==> config.mk <==
export PLATFORM = sky130hd
export DESIGN_NAME = cfgclk_pulse_gen
export DESIGN_NICKNAME = d
export VERILOG_FILES = /design/src/rtl/cpg_pkg.sv /design/src/rtl/cpg_regif.sv /design/src/rtl/cpg_phase_timer.sv /design/src/rtl/cpg_burst_ctrl.sv /design/src/rtl/cfgclk_pulse_gen.sv
export SDC_FILE = /design/constraint.sdc
export NUM_CORES = 1
export LEC_CHECK = 0
export BUFFER_PORTS_ARGS = -buffer_cell sky130_fd_sc_hd__buf_4
export CAP_MARGIN = 30
export CORE_ASPECT_RATIO = 1.75
export CORE_MARGIN = 4
export CORE_UTILIZATION = 57
export DETAILED_ROUTE_END_ITERATION = 12
export HOLD_SLACK_MARGIN = 0.06
export PLACE_DENSITY = 0.86
export SLEW_MARGIN = 30
export SYNTH_ARGS = -nofsm -noshare
export SYNTH_HDL_FRONTEND = slang
export SYNTH_SLANG_ARGS = --single-unit
==> constraint.sdc <==
create_clock -name clk -period 5.4 [get_ports clk]
set_input_delay 0.27 -clock clk [delete_from_list [all_inputs] [get_ports clk]]
set_output_delay 0.27 -clock clk [all_outputs]
set_load 0.05 [all_outputs]
==> src/rtl/cpg_pkg.sv <==
package cpg_pkg;

    // Register selected by a host access
    typedef enum logic [1:0] {
        SEL_NONE   = 2'd0,
        SEL_COUNT  = 2'd1,
        SEL_STATUS = 2'd2
    } cpg_sel_e;

    // Byte offsets of the two registers
    localparam int unsigned CPG_COUNT_OFS  = 8;
    localparam int unsigned CPG_STATUS_OFS = 12;

endpackage

==> src/rtl/cpg_regif.sv <==
module cpg_regif
    import cpg_pkg::*;
#(
    parameter int unsigned ADDR_W     = 4,
    parameter int unsigned DATA_W     = 32,
    parameter int unsigned COUNT_OFS  = CPG_COUNT_OFS,
    parameter int unsigned STATUS_OFS = CPG_STATUS_OFS
) (
    input  logic              wr_en,
    input  logic [ADDR_W-1:0] addr,
    input  logic [DATA_W-1:0] wdata,
    input  logic [DATA_W-1:0] remaining,
    input  logic              done,
    output logic              load_req,
    output logic              clr_req,
    output logic [DATA_W-1:0] load_val,
    output logic [DATA_W-1:0] rdata
);

    cpg_sel_e sel;

    always_comb begin
        if (addr == ADDR_W'(COUNT_OFS)) begin
            sel = SEL_COUNT;
        end else if (addr == ADDR_W'(STATUS_OFS)) begin
            sel = SEL_STATUS;
        end else begin
            sel = SEL_NONE;
        end
    end

    always_comb begin
        load_req = wr_en && (sel == SEL_COUNT);
        clr_req  = wr_en && (sel == SEL_STATUS) && wdata[0];
        load_val = wdata;
        case (sel)
            SEL_COUNT:  rdata = remaining;
            SEL_STATUS: rdata = {{(DATA_W-1){1'b0}}, done};
            default:    rdata = '0;
        endcase
    end

endmodule

==> src/rtl/cpg_phase_timer.sv <==
module cpg_phase_timer #(
    parameter int unsigned HALF_CYC = 4
) (
    input  logic clk,
    input  logic rst_n,
    input  logic run,
    input  logic restart,
    output logic phase_end
);

    localparam int unsigned TMR_W = (HALF_CYC > 1) ? $clog2(HALF_CYC) : 1;
    localparam logic [TMR_W-1:0] LAST = TMR_W'(HALF_CYC - 1);

    typedef struct packed {
        logic [TMR_W-1:0] tmr;
    } tmr_state_t;

    tmr_state_t st_d, st_q;

    always_comb begin
        st_d      = st_q;
        phase_end = 1'b0;
        if (restart) begin
            st_d.tmr = '0;
        end else if (run) begin
            if (st_q.tmr == LAST) begin
                phase_end = 1'b1;
                st_d.tmr  = '0;
            end else begin
                st_d.tmr = st_q.tmr + 1'b1;
            end
        end
    end

    always_ff @(posedge clk or negedge rst_n) begin
        if (!rst_n) begin
            st_q <= '0;
        end else begin
            st_q <= st_d;
        end
    end

    generate
        if (HALF_CYC > 1) begin : g_restart_chk
            AST_PHASE_RESTART: assert property (@(posedge clk) disable iff (!rst_n)
                restart |=> !phase_end) else $error("phase restart");
        end
    endgenerate

endmodule

==> src/rtl/cpg_burst_ctrl.sv <==
module cpg_burst_ctrl #(
    parameter int unsigned CNT_W = 32
) (
    input  logic             clk,
    input  logic             rst_n,
    input  logic             load_req,
    input  logic [CNT_W-1:0] load_val,
    input  logic             clr_req,
    input  logic             phase_end,
    output logic             restart,
    output logic             active,
    output logic             dclk,
    output logic [CNT_W-1:0] remaining,
    output logic             done
);

    localparam logic [CNT_W-1:0] ONE = CNT_W'(1);

    typedef struct packed {
        logic             active;
        logic             dclk;
        logic             done;
        logic [CNT_W-1:0] rem;
    } burst_state_t;

    burst_state_t st_d, st_q;

    always_comb begin
        st_d    = st_q;
        restart = 1'b0;
        if (load_req && !st_q.done) begin
            // accepted count write; takes priority over the phase step
            restart = 1'b1;
            if (load_val == '0) begin
                st_d.active = 1'b0;
                st_d.dclk   = 1'b0;
                st_d.rem    = '0;
                st_d.done   = 1'b1;
            end else begin
                st_d.active = 1'b1;
                st_d.dclk   = 1'b1;
                st_d.rem    = load_val;
            end
        end else begin
            if (clr_req) begin
                st_d.done = 1'b0;
            end
            if (st_q.active && phase_end) begin
                if (st_q.dclk) begin
                    st_d.dclk = 1'b0;
                end else if (st_q.rem == ONE) begin
                    st_d.active = 1'b0;
                    st_d.rem    = '0;
                    st_d.done   = 1'b1;
                end else begin
                    st_d.rem  = st_q.rem - ONE;
                    st_d.dclk = 1'b1;
                end
            end
        end
    end

    always_ff @(posedge clk or negedge rst_n) begin
        if (!rst_n) begin
            st_q <= '0;
        end else begin
            st_q <= st_d;
        end
    end

    assign active    = st_q.active;
    assign dclk      = st_q.dclk;
    assign remaining = st_q.rem;
    assign done      = st_q.done;

    AST_IDLE_LOW: assert property (@(posedge clk) disable iff (!rst_n)
        !st_q.active |-> !st_q.dclk) else $error("idle high");
    AST_DONE_EXCL: assert property (@(posedge clk) disable iff (!rst_n)
        st_q.done |-> !st_q.active) else $error("done while active");
    AST_FINISH: assert property (@(posedge clk) disable iff (!rst_n)
        (st_q.active && phase_end && !st_q.dclk && st_q.rem == ONE && !load_req)
        |=> (st_q.done && !st_q.active && st_q.rem == '0)) else $error("finish");
    AST_W1C: assert property (@(posedge clk) disable iff (!rst_n)
        (clr_req && !load_req && !st_q.active) |=> !st_q.done) else $error("w1c");
    AST_STALE: assert property (@(posedge clk) disable iff (!rst_n)
        (load_req && st_q.done) |=> (st_q.done && !st_q.active && $stable(st_q.rem)))
        else $error("stale load");
    AST_ZERO: assert property (@(posedge clk) disable iff (!rst_n)
        (load_req && !st_q.done && load_val == '0) |=> (st_q.done && !st_q.active))
        else $error("zero load");
    AST_REM_HOLD: assert property (@(posedge clk) disable iff (!rst_n)
        (st_q.active && !phase_end && !load_req) |=> $stable(st_q.rem))
        else $error("rem moved");
    AST_RELOAD: assert property (@(posedge clk) disable iff (!rst_n)
        (load_req && !st_q.done && load_val != '0)
        |=> (st_q.active && st_q.dclk && !st_q.done && st_q.rem == $past(load_val)))
        else $error("reload");

endmodule

==> src/rtl/cfgclk_pulse_gen.sv <==
module cfgclk_pulse_gen
    import cpg_pkg::*;
#(
    parameter int unsigned ADDR_W     = 4,
    parameter int unsigned DATA_W     = 32,
    parameter int unsigned HALF_CYC   = 4,
    parameter int unsigned COUNT_OFS  = CPG_COUNT_OFS,
    parameter int unsigned STATUS_OFS = CPG_STATUS_OFS
) (
    input  logic              clk,
    input  logic              rst_n,
    input  logic              reg_wr,
    input  logic [ADDR_W-1:0] reg_addr,
    input  logic [DATA_W-1:0] reg_wdata,
    output logic [DATA_W-1:0] reg_rdata,
    output logic              dclk_o
);

    logic              load_req;
    logic              clr_req;
    logic [DATA_W-1:0] load_val;
    logic [DATA_W-1:0] remaining;
    logic              done;
    logic              active;
    logic              restart;
    logic              phase_end;

    cpg_regif #(
        .ADDR_W    (ADDR_W),
        .DATA_W    (DATA_W),
        .COUNT_OFS (COUNT_OFS),
        .STATUS_OFS(STATUS_OFS)
    ) i_regif (
        .wr_en    (reg_wr),
        .addr     (reg_addr),
        .wdata    (reg_wdata),
        .remaining(remaining),
        .done     (done),
        .load_req (load_req),
        .clr_req  (clr_req),
        .load_val (load_val),
        .rdata    (reg_rdata)
    );

    cpg_phase_timer #(
        .HALF_CYC(HALF_CYC)
    ) i_timer (
        .clk      (clk),
        .rst_n    (rst_n),
        .run      (active),
        .restart  (restart),
        .phase_end(phase_end)
    );

    cpg_burst_ctrl #(
        .CNT_W(DATA_W)
    ) i_ctrl (
        .clk      (clk),
        .rst_n    (rst_n),
        .load_req (load_req),
        .load_val (load_val),
        .clr_req  (clr_req),
        .phase_end(phase_end),
        .restart  (restart),
        .active   (active),
        .dclk     (dclk_o),
        .remaining(remaining),
        .done     (done)
    );

    AST_OTHER_ADDR: assert property (@(posedge clk) disable iff (!rst_n)
        (reg_addr != ADDR_W'(COUNT_OFS) && reg_addr != ADDR_W'(STATUS_OFS))
        |-> (reg_rdata == '0)) else $error("other addr read");

endmodule

==> results.py, run 1 <==
metrics = {
    "critical_path": {
        "crit_start": "i_ctrl.remaining[1]$_DFFE_PN0P_",
        "critPathLaunchType": "flop",
        "endpoint": "i_ctrl.remaining[27]$_DFFE_PN0P_",
        "cp.required_ps": 5570,
        "r2r_start": "i_ctrl.remaining[1]$_DFFE_PN0P_",
        "critPathCaptureType": "flop",
        "r2r.worst_path.cells": 7,
        "cp.arrival_ps": 2860,
        "r2r_slack_ps": 2710,
        "path_max_fanout": 17,
        "reg2reg_to": "i_ctrl.remaining[27]$_DFFE_PN0P_",
        "path_class": "reg -> reg",
    },
    "cells_and_area": {
        "fin_util_pct": 73.9,
        "area_growth_pct": 23.9,
        "num_antenna_cells": 0,
        "drive_above_1_share_pct": 26.8,
        "nNetsFinal": 423,
        "design_area_um2": 3320,
    },
    "floorplan": {
        "fp.dieH_um": 98.6,
        "num_io_pins": 72,
        "die-area_um2": 5900,
        "dieWidth_um": 59.8,
        "core_region_area_um2": 4480,
        "rows": 32,
        "initial_core_util_pct": 59.7,
    },
    "route": {
        "finalWirelength_mm": 8.31,
        "dr_total_vias": 2942,
        "drc": 0,
        "wire_per_inst_um": 19.2,
        "vias_per_cell": 6.81,
        "ant_nets": 0,
        "firstDrtPassIters": 5,
        "dr.first_iter.drc_count": 199,
    },
    "sta": {
        "slew_headroom_pct": 42.5,
        "max_freq_mhz": 372,
        "hold_viol_final": 0,
        "fin_crit_ps": 2690,
        "rsz0062_at_grt": "no",
        "slew_violations": 0,
        "finClkSkew_ps": 8.50,
        "worst_hold_slack_ps": 205,
        "tns_ps": 0,
        "setup_viol": 0,
        "tightest_slew_ps": 860,
        "period_share_pct": 49.8,
    },
    "global_route": {
        "grt_pass1_wl_mm": 13.6,
        "grt_max_degree": 38,
        "grt_antenna_before_repair": 0,
        "grt_overflow_total": 0,
        "grt_usage_pct": 29.5,
        "grt_pass1_vias": 2863,
    },
    "logic_synthesis": {
        "synth_ff_type": "dfrtp_1",
        "netlist_area_um2": 2680,
        "synthDistinctLibCells": 53,
        "synth_xor_area_share_pct": 0.655,
        "synth_compound_area_share_pct": 20.7,
        "yosys.area_share.simple_pct": 38.6,
        "syn_area_per_cell_um2": 8.39,
        "synthArstFlopShare_pct": 100,
        "muxShareOfSynthArea_pct": 0.374,
        "synth_top_area_share_pct": 34.6,
        "synth_edf_count": 0,
        "syn-num-nets": 361,
        "synth_top_cells_by_count": "nand2_1 (42), dfrtp_1 (37), and2_1 (31), nor2_1 (19), nor4_1 (16)",
        "synth-seq-cells": 37,
        "synth_area_leaders": "dfrtp_1 (35%), and2_1 (7.2%), nand2_1 (5.9%)",
        "synthAdderAreaFrac_pct": 1.40,
        "synth.yosys.warnings": 0,
        "yosysMostFrequentCell": "nand2_1",
        "yosysSeqAreaShare_pct": 34.6,
        "yosysTopAreaCell": "dfrtp_1",
        "synth_cells": 319,
        "synth_top_family_by_area": "simple AND/OR/NAND/NOR gates",
    },
    "clock_network": {
        "cts_resized": 0,
        "clkLatencyLatePin_ps": 290,
        "cts_tree": "yes",
        "clkTransAtPathRegs_ps": 70,
        "htree_levels": 2,
        "cts_sinks": 37,
        "cts_made_buffers": 5,
        "cts_buffer_depth": 2,
        "root_buffer": "clkbuf_8",
    },
    "hold_path": {
        "hp-class": "in -> reg",
        "min_from": "reg_wdata[3]",
    },
    "power": {
        "netSwitchingPower_uw": 478,
        "seqPwrFrac_pct": 43.3,
        "combinationalPowerShare_pct": 38.9,
        "p_sw_share_pct": 42.3,
        "internal-power_uw": 652,
        "total_power_uw": 1130,
        "p_per_area_nw_per_um2": 341,
        "clockPowerShare_pct": 17.8,
        "peakVddDrop_v": 0.000272,
        "p_leak_uw": 0.00137,
    },
    "run": {
        "maxCapViolCount": 0,
    },
    "placed_design": {
        "gp_congestion": 0.895,
        "portBuffers": 71,
        "hpwl_mm": 6.00,
        "placed_area_um2": 3220,
    },
    "status": {
        "run_status": "finished clean",
    },
}
registers in the layout, indices dropped and copies added, names as in the netlist:
name	flops
i_ctrl.remaining	32
i_ctrl.dclk	1
i_timer.st_q	2
i_ctrl.active	1
i_ctrl.done	1
logic make-up after synthesis:
logic type / count (synthesis)
compound gates: 77
xor+xnor: 2
fa+ha+maj: 3
buf+inv: 23
flops: 37
mux: 1
simple gates: 176
cells in the final DEF, fill, tap and decap left out, drive strengths merged, types with 2 or more instances in the layout:
cell | Yosys | layout
a21oi | 14 | 14
a221o | 3 | 3
a22oi | 9 | 9
a31oi | 2 | 2
a32oi | 9 | 9
and2 | 32 | 32
buf | 7 | 73
clkbuf | 12 | 7
dfrtp | 37 | 37
ha | 3 | 3
inv | 4 | 4
nand2 | 42 | 42
nand2b | 3 | 3
nand3 | 12 | 12
nand3b | 2 | 2
nand4 | 4 | 4
nor2 | 19 | 19
nor3 | 6 | 6
nor4 | 19 | 19
nor4b | 2 | 2
o211ai | 7 | 7
o21ai | 13 | 13
o221ai | 3 | 3
o311ai | 9 | 9
or2 | 4 | 4
or3 | 14 | 14
or4 | 10 | 10
or4b | 3 | 3
xnor2 | 2 | 2
area by class of cell:
type	instances	area, µm²
Timing Repair Buffer	74	558
Clock buffer	7	86.3
Tap cell	51	63.8
Multi-Input combinational cell	259	1670
Sequential cell	37	926
Fill cell	361	1170
Inverter	4	15.0
repair_timing:
item	in CTS	in global routing
hold endpoints to repair	37	0
buffers inserted	0	0
hold buffers	1	0
endpoints found under the setup margin	0	0
stage by stage:
stage          worst slack (ps)  instances
6_report                   2710        432
5_1_grt                    2530        432
4_1_cts                    2730        432
3_5_place_dp               2750        424
3_3_place_gp               2610        424
2_1_floorplan              3100        319
power groups by stage:
stage	Sequential, µW	Combinational, µW	Clock (µW)
2_1_floorplan	455	327	0
3_3_place_gp	486	428	0
3_5_place_dp	492	432	0
4_1_cts	486	436	200
5_1_grt	507	487	209
6_report	489	440	201
per-layer routing:
metal / GRT usage [%] / routed length [µm] / vias to the layer above
met5: 0 / 0 / -
met4: 16.7 / 382 / 0
met3: 5.11 / 661 / 43
met2: 47.8 / 4300 / 170
met1: 35.4 / 2970 / 1392
li1: - / - / 1337
critical path, stage by stage, from the launching register on:
cell and delay [ps]:
dfrtp_1 430, inv_1 90, ha_1 150, or4b_2 630, nor4_4 380, a211o_2 440, nor4_1 120, a221o_1 340
how the worst min path moves through the flow:
stage / to / slack, ps / cells past startpoint
4_1_cts: i_ctrl.remaining[3]$_DFFE_PN0P_ / 200 / 3
3_5_place_dp: i_ctrl.active$_DFFE_PN0P_ / 270 / 1
2_1_floorplan: i_ctrl.active$_DFFE_PN0P_ / -30 / 0
6_report: i_ctrl.remaining[3]$_DFFE_PN0P_ / 210 / 3
3_3_place_gp: i_ctrl.remaining[26]$_DFFE_PN0P_ / 270 / 1
5_1_grt: i_ctrl.remaining[19]$_DFFE_PN0P_ / 210 / 3
No activity file was read; power rests on OpenSTA's default activity.
==> inputs of run 2 (changes only) <==
--- a/config.mk
+++ b/config.mk
@@ -5,14 +5,15 @@
 export SDC_FILE = /design/constraint.sdc
 export NUM_CORES = 1
 export LEC_CHECK = 0
+export ABC_AREA = 1
 export BUFFER_PORTS_ARGS = -buffer_cell sky130_fd_sc_hd__buf_4
 export CAP_MARGIN = 30
 export CORE_ASPECT_RATIO = 1.75
 export CORE_MARGIN = 4
-export CORE_UTILIZATION = 57
+export CORE_UTILIZATION = 55
 export DETAILED_ROUTE_END_ITERATION = 12
 export HOLD_SLACK_MARGIN = 0.06
-export PLACE_DENSITY = 0.86
+export PLACE_DENSITY = 0.81
 export SLEW_MARGIN = 30
 export SYNTH_ARGS = -nofsm -noshare
 export SYNTH_HDL_FRONTEND = slang
==> constraint.sdc (replaced) <==
create_clock -name clk -period 2.6 [get_ports clk]
set_input_delay 0.13 -clock clk [delete_from_list [all_inputs] [get_ports clk]]
set_output_delay 0.13 -clock clk [all_outputs]
set_load 0.05 [all_outputs]
==> results.py, run 2 <==
metrics = {
    "floorplan": {
        "num_io_pins": 72,
        "rows": 36,
        "die-area_um2": 7160,
        "dieWidth_um": 65.7,
        "initial_core_util_pct": 57.0,
        "core_region_area_um2": 5630,
        "fp.dieH_um": 109,
    },
    "critical_path": {
        "reg2reg_to": "i_ctrl.remaining[20]$_DFFE_PN0P_",
        "r2r_slack_ps": 640,
        "path_max_fanout": 7,
        "cpPeakStageDelay_ps": 400,
        "slowest_stage": "dfrtp_1",
        "r2r_start": "i_ctrl.remaining[0]$_DFFE_PN0P_",
        "cp.required_ps": 2840,
        "cpMostUsedCell": "nand2_1",
        "r2r.worst_path.cells": 9,
        "cp.arrival_ps": 2200,
        "critPathLaunchType": "flop",
        "path_class": "reg -> reg",
        "critPathCaptureType": "flop",
        "crit_chain": "inv_1 -> ha_1 -> nand2_1 -> nor2_4 -> nand2_1 -> nor2_2 -> xor2_1 -> nand2_2 -> nand3_2",
    },
    "global_route": {
        "grt_max_degree": 38,
        "grt_antenna_before_repair": 0,
        "grt_usage_pct": 27.5,
        "grt_pass1_wl_mm": 15.2,
        "grt_pass1_vias": 3352,
        "grt_overflow_total": 0,
    },
    "status": {
        "run_status": "finished clean",
    },
    "clock_network": {
        "clkTransAtPathRegs_ps": 80,
        "cts_sinks": 37,
        "cts_tree": "yes",
        "htree_levels": 2,
        "cts_setup_buffers": 0,
        "clkLatencyLatePin_ps": 290,
        "cts_made_buffers": 5,
        "root_buffer": "clkbuf_8",
        "cts_buffer_depth": 2,
    },
    "cells_and_area": {
        "drive_above_1_share_pct": 30.3,
        "nNetsFinal": 575,
        "mostFrequentLayoutCells": "nand2_1 (137), nor2_1 (83), buf_4 (72), inv_1 (45), nand3_2 (43)",
        "finalNonFillerCells": 610,
        "largest_register_ffs": 32,
        "num_antenna_cells": 0,
        "fin_util_pct": 68.2,
        "final_common_cell": "nand2_1",
        "area_growth_pct": 19.7,
    },
    "route": {
        "drc": 0,
        "dr.first_iter.drc_count": 171,
        "firstDrtPassIters": 5,
        "ant_nets": 0,
        "finalWirelength_mm": 9.35,
        "wire_per_inst_um": 15.3,
        "vias_per_cell": 5.31,
        "dr_total_vias": 3241,
    },
    "sta": {
        "hold_viol_final": 0,
        "tns_ps": 0,
        "finClkSkew_ps": 3.75,
        "slew_headroom_pct": 54.6,
        "setup_viol": 0,
        "tightest_slew_ps": 681,
        "rsz0062_at_grt": "no",
        "period_share_pct": 75.4,
        "fin_crit_ps": 1960,
        "slew_violations": 0,
        "max_freq_mhz": 510,
    },
    "logic_synthesis": {
        "synth_top_cells_by_count": "nand2_1 (137), nor2_1 (83), inv_1 (45), nand3_2 (43), dfrtp_1 (37)",
        "synth_area_leaders": "dfrtp_1 (29%), nand2_1 (16%), nand3_2 (13%)",
        "synthArstFlopShare_pct": 100,
        "yosysTopAreaCell": "dfrtp_1",
        "synth_top_area_share_pct": 28.9,
        "yosysSeqAreaShare_pct": 28.9,
        "yosysMostFrequentCell": "nand2_1",
        "synth_edf_count": 0,
        "netlist_area_um2": 3210,
        "synthDistinctLibCells": 33,
        "synth.yosys.warnings": 0,
        "synth_cells": 465,
        "syn_area_per_cell_um2": 6.90,
        "synth_ff_type": "dfrtp_1",
        "syn-num-nets": 507,
        "synth-seq-cells": 37,
    },
    "placed_design": {
        "dp.cells": 601,
        "gp_congestion": 0.933,
        "portBuffers": 71,
        "hpwl_mm": 7.28,
    },
    "power": {
        "p_per_area_nw_per_um2": 968,
        "p_leak_uw": 0.00198,
        "peakVddDrop_v": 0.000649,
    },
    "hold_path": {
        "holdPathEnd": "i_ctrl.remaining[20]$_DFFE_PN0P_",
        "hold_depth": 3,
        "hp-class": "in -> reg",
        "min_from": "reg_wdata[20]",
    },
    "run": {
        "maxCapViolCount": 0,
    },
}
run 2: cells by family (layout without fill, tap and decap cells):
family	count (synthesis)	after routing	synth area share (%)
AND/OR/NAND/NOR	340	340	55.9
buffers and inverters	61	130	8.82
flip-flops	37	37	28.9
AO/OA/AOI/OAI	13	13	2.19
XOR/XNOR	10	10	2.73
adder cells (fa/ha/maj)	3	3	1.17
multiplexers	1	1	0.351
run 2: how the worst max path moves through the flow:
stage | start | end | depth (start not counted)
after floorplan | i_ctrl.remaining[0]$_DFFE_PN0P_ | i_ctrl.remaining[20]$_DFFE_PN0P_ | 9
final | i_ctrl.remaining[0]$_DFFE_PN0P_ | i_ctrl.remaining[20]$_DFFE_PN0P_ | 9
after global placement | reg_addr[1] | i_ctrl.remaining[17]$_DFFE_PN0P_ | 9
after detailed placement | reg_addr[1] | i_ctrl.remaining[17]$_DFFE_PN0P_ | 9
after global routing | i_ctrl.remaining[0]$_DFFE_PN0P_ | i_ctrl.remaining[20]$_DFFE_PN0P_ | 9
after CTS | i_ctrl.remaining[0]$_DFFE_PN0P_ | i_ctrl.remaining[20]$_DFFE_PN0P_ | 9
run 2: layout make-up:
| cell class | count | area, µm² |
|---|---|---|
| clock buffers | 5 | 68.8 |
| clock inverters | 3 | 17.5 |
| fillers | 519 | 1790 |
| inverters | 49 | 184 |
| multi-input cells | 367 | 2000 |
| flip-flops and latches | 37 | 926 |
| well taps | 76 | 95.1 |
| repair buffers | 73 | 551 |
run 2: report_power, final:
group          switching (µW)  leakage [µW]  internal (µW)
clock                     225     0.0000439            185
combinational            1440       0.00146            716
sequential                325      0.000479            820
run 2: layer usage:
metal	global-route usage, %	up-vias	wire [µm]
met3	3.20	27	432
met5	0	-	0
met2	54.3	115	5280
met4	13.2	0	376
met1	27.0	1503	3260
li1	-	1596	-
run 2: through the flow:
step                cell area, µm²  hold slack, ps  setup WS, ps  total power [µW]
floorplan                     3210            -166          1080              2760
global placement              3740             135           772              3240
CTS                           3840            61.4           659              3710
finish                        3840            61.7           640              3720
global route                  3840            67.0           561              4020
detailed placement            3740             132           674              3290
run 2: critical path, delay by kind of cell (launching register included):
family | cells | cell delay [ps]
xor+xnor | 1 | 210
fa+ha+maj | 1 | 230
buf+inv | 1 | 160
flops | 1 | 400
simple gates | 6 | 880
run 2: repair_timing:
| item | CTS | global route |
|---|---|---|
| hold buffers | 1 | 0 |
| endpoints found under the hold margin | 37 | 0 |
| gates resized for setup | 0 | 0 |
==> inputs of run 3 (changes only) <==
==> constraint.sdc (replaced) <==
create_clock -name clk -period 2 [get_ports clk]
set_input_delay 0.1 -clock clk [delete_from_list [all_inputs] [get_ports clk]]
set_output_delay 0.1 -clock clk [all_outputs]
set_load 0.05 [all_outputs]
==> results.py, run 3 (synthesized netlist as in run 2, its figures left out) <==
metrics = {
    "floorplan": {
        "initial_core_util_pct": 57.0,
        "fp.dieH_um": 109,
        "die-area_um2": 7160,
        "num_io_pins": 72,
        "rows": 36,
        "dieWidth_um": 65.7,
        "core_region_area_um2": 5630,
    },
    "power": {
        "p_leak_uw": 0.00214,
        "netSwitchingPower_uw": 2640,
        "clockPowerShare_pct": 15.4,
        "combinationalPowerShare_pct": 55.8,
        "internal-power_uw": 2550,
        "p_per_area_nw_per_um2": 1240,
        "seqPwrFrac_pct": 28.9,
        "p_sw_share_pct": 50.9,
        "peakVddDrop_v": 0.000817,
    },
    "route": {
        "firstDrtPassIters": 5,
        "wire_per_inst_um": 16.1,
        "ant_nets": 0,
        "dr.first_iter.drc_count": 230,
        "vias_per_cell": 5.41,
        "finalWirelength_mm": 10.3,
        "drc": 0,
        "dr_total_vias": 3469,
    },
    "clock_network": {
        "clkLatencyLatePin_ps": 300,
        "clkTransAtPathRegs_ps": 80,
        "root_buffer": "clkbuf_8",
        "cts_made_buffers": 5,
        "cts_hold_buf": 27,
        "cts_resized": 0,
        "htree_levels": 2,
        "cts_setup_buffers": 0,
        "cts_buffer_depth": 2,
        "cts_sinks": 37,
        "cts_tree": "yes",
    },
    "global_route": {
        "grt_pass1_wl_mm": 16.8,
        "grt_use_met3_pct": 3.92,
        "grtUsageMet1_pct": 31.7,
        "grt_busiest_layer": "met2",
        "grt_pass1_vias": 3637,
        "grt_antenna_before_repair": 0,
        "grt_usage_pct": 30.6,
        "grt_overflow_total": 0,
        "grt_max_degree": 38,
        "gr-usage-met2_pct": 57.3,
    },
    "sta": {
        "rsz0062_at_grt": "no",
        "setup_viol": 0,
        "period_share_pct": 94.3,
        "hold_viol_final": 0,
        "slew_violations": 0,
        "tightest_slew_ps": 616,
        "finClkSkew_ps": 7.28,
        "tns_ps": 0,
        "max_freq_mhz": 530,
        "slew_headroom_pct": 58.9,
        "fin_ws_ps": 114,
        "fin_crit_ps": 1890,
    },
    "placed_design": {
        "hpwl_mm": 7.63,
        "preCtsSetupSlack_ps": 141,
        "portBuffers": 71,
        "gp_congestion": 0.938,
    },
    "critical_path": {
        "cp.required_ps": 2230,
        "cp.arrival_ps": 2120,
        "path_class": "reg -> reg",
        "path_max_fanout": 7,
        "critPathCaptureType": "flop",
        "critPathLaunchType": "flop",
    },
    "cells_and_area": {
        "nNetsFinal": 606,
        "mostFrequentLayoutCells": "nand2_1 (137), nor2_1 (83), buf_4 (75), inv_1 (45), nand3_2 (43)",
        "nFillCells": 475,
        "num_antenna_cells": 0,
        "final_common_cell": "nand2_1",
        "drive_above_1_share_pct": 29.4,
        "largest_register_ffs": 32,
        "area_growth_pct": 31.0,
    },
    "hold_path": {
        "hp-class": "in -> reg",
    },
    "run": {
        "maxCapViolCount": 0,
    },
    "status": {
        "run_status": "finished clean",
    },
}
run 3: worst paths after layout:
kind | from | endpoint | slack [ps] | cells past startpoint
worst max-delay path | i_ctrl.remaining[0]$_DFFE_PN0P_ | i_ctrl.remaining[20]$_DFFE_PN0P_ | 110 | 9
worst min-delay path | reg_wdata[21] | i_ctrl.remaining[21]$_DFFE_PN0P_ | 70 | 3
worst max register to register | i_ctrl.remaining[0]$_DFFE_PN0P_ | i_ctrl.remaining[20]$_DFFE_PN0P_ | 110 | 9
worst min register to register | i_ctrl.remaining[31]$_DFFE_PN0P_ | i_ctrl.remaining[31]$_DFFE_PN0P_ | 530 | 2
max in group asynchronous | rst_n | i_ctrl.remaining[0]$_DFFE_PN0P_ | 1330 | 2
min in group asynchronous | rst_n | i_ctrl.remaining[19]$_DFFE_PN0P_ | 310 | 2
run 3: power groups by stage:
stage	clock network [µW]	registers, µW	logic, µW
finish	798	1500	2900
global placement	0	1480	2770
detailed placement	0	1500	2820
floorplan	0	1410	2170
CTS	807	1480	2880
global route	834	1530	3230
run 3: cell type report:
type                       instances  area, µm²  area share [%]
clock buffer                       5       68.8            1.64
clock inverter                     3       65.1            1.55
inverter                          49        184            4.38
multi-input combinational        367       2000            47.6
sequential                        37        926            22.0
tap                               76       95.1            2.26
timing repair buffer             104        863            20.6
run 3: through the flow:
step,util [%],area [µm²],power [µW],hold WS [ps],instances
after floorplan,-,3210,3580,-196,465
after global placement,67.2,3790,4250,106,605
after detailed placement,67.2,3790,4320,108,605
after CTS,74.4,4190,5170,60.7,640
after global routing,74.6,4200,5600,65.6,641
final,74.6,4200,5190,69.2,641
run 3: worst max-delay path, cell delays in order, from the launching register on:
cell and delay (ps):
dfrtp_1 400, inv_1 140, ha_1 210, nand2_1 160
nor2_4 270, nand2_1 100, nor2_2 220, xor2_1 210
nand2_2 70, nand3_2 50
run 3: routing by layer:
metal,up-vias,part of all wire [%]
met5,-,0
met4,0,5.0
met3,40,4.3
met2,128,56
met1,1635,34
li1,1666,-
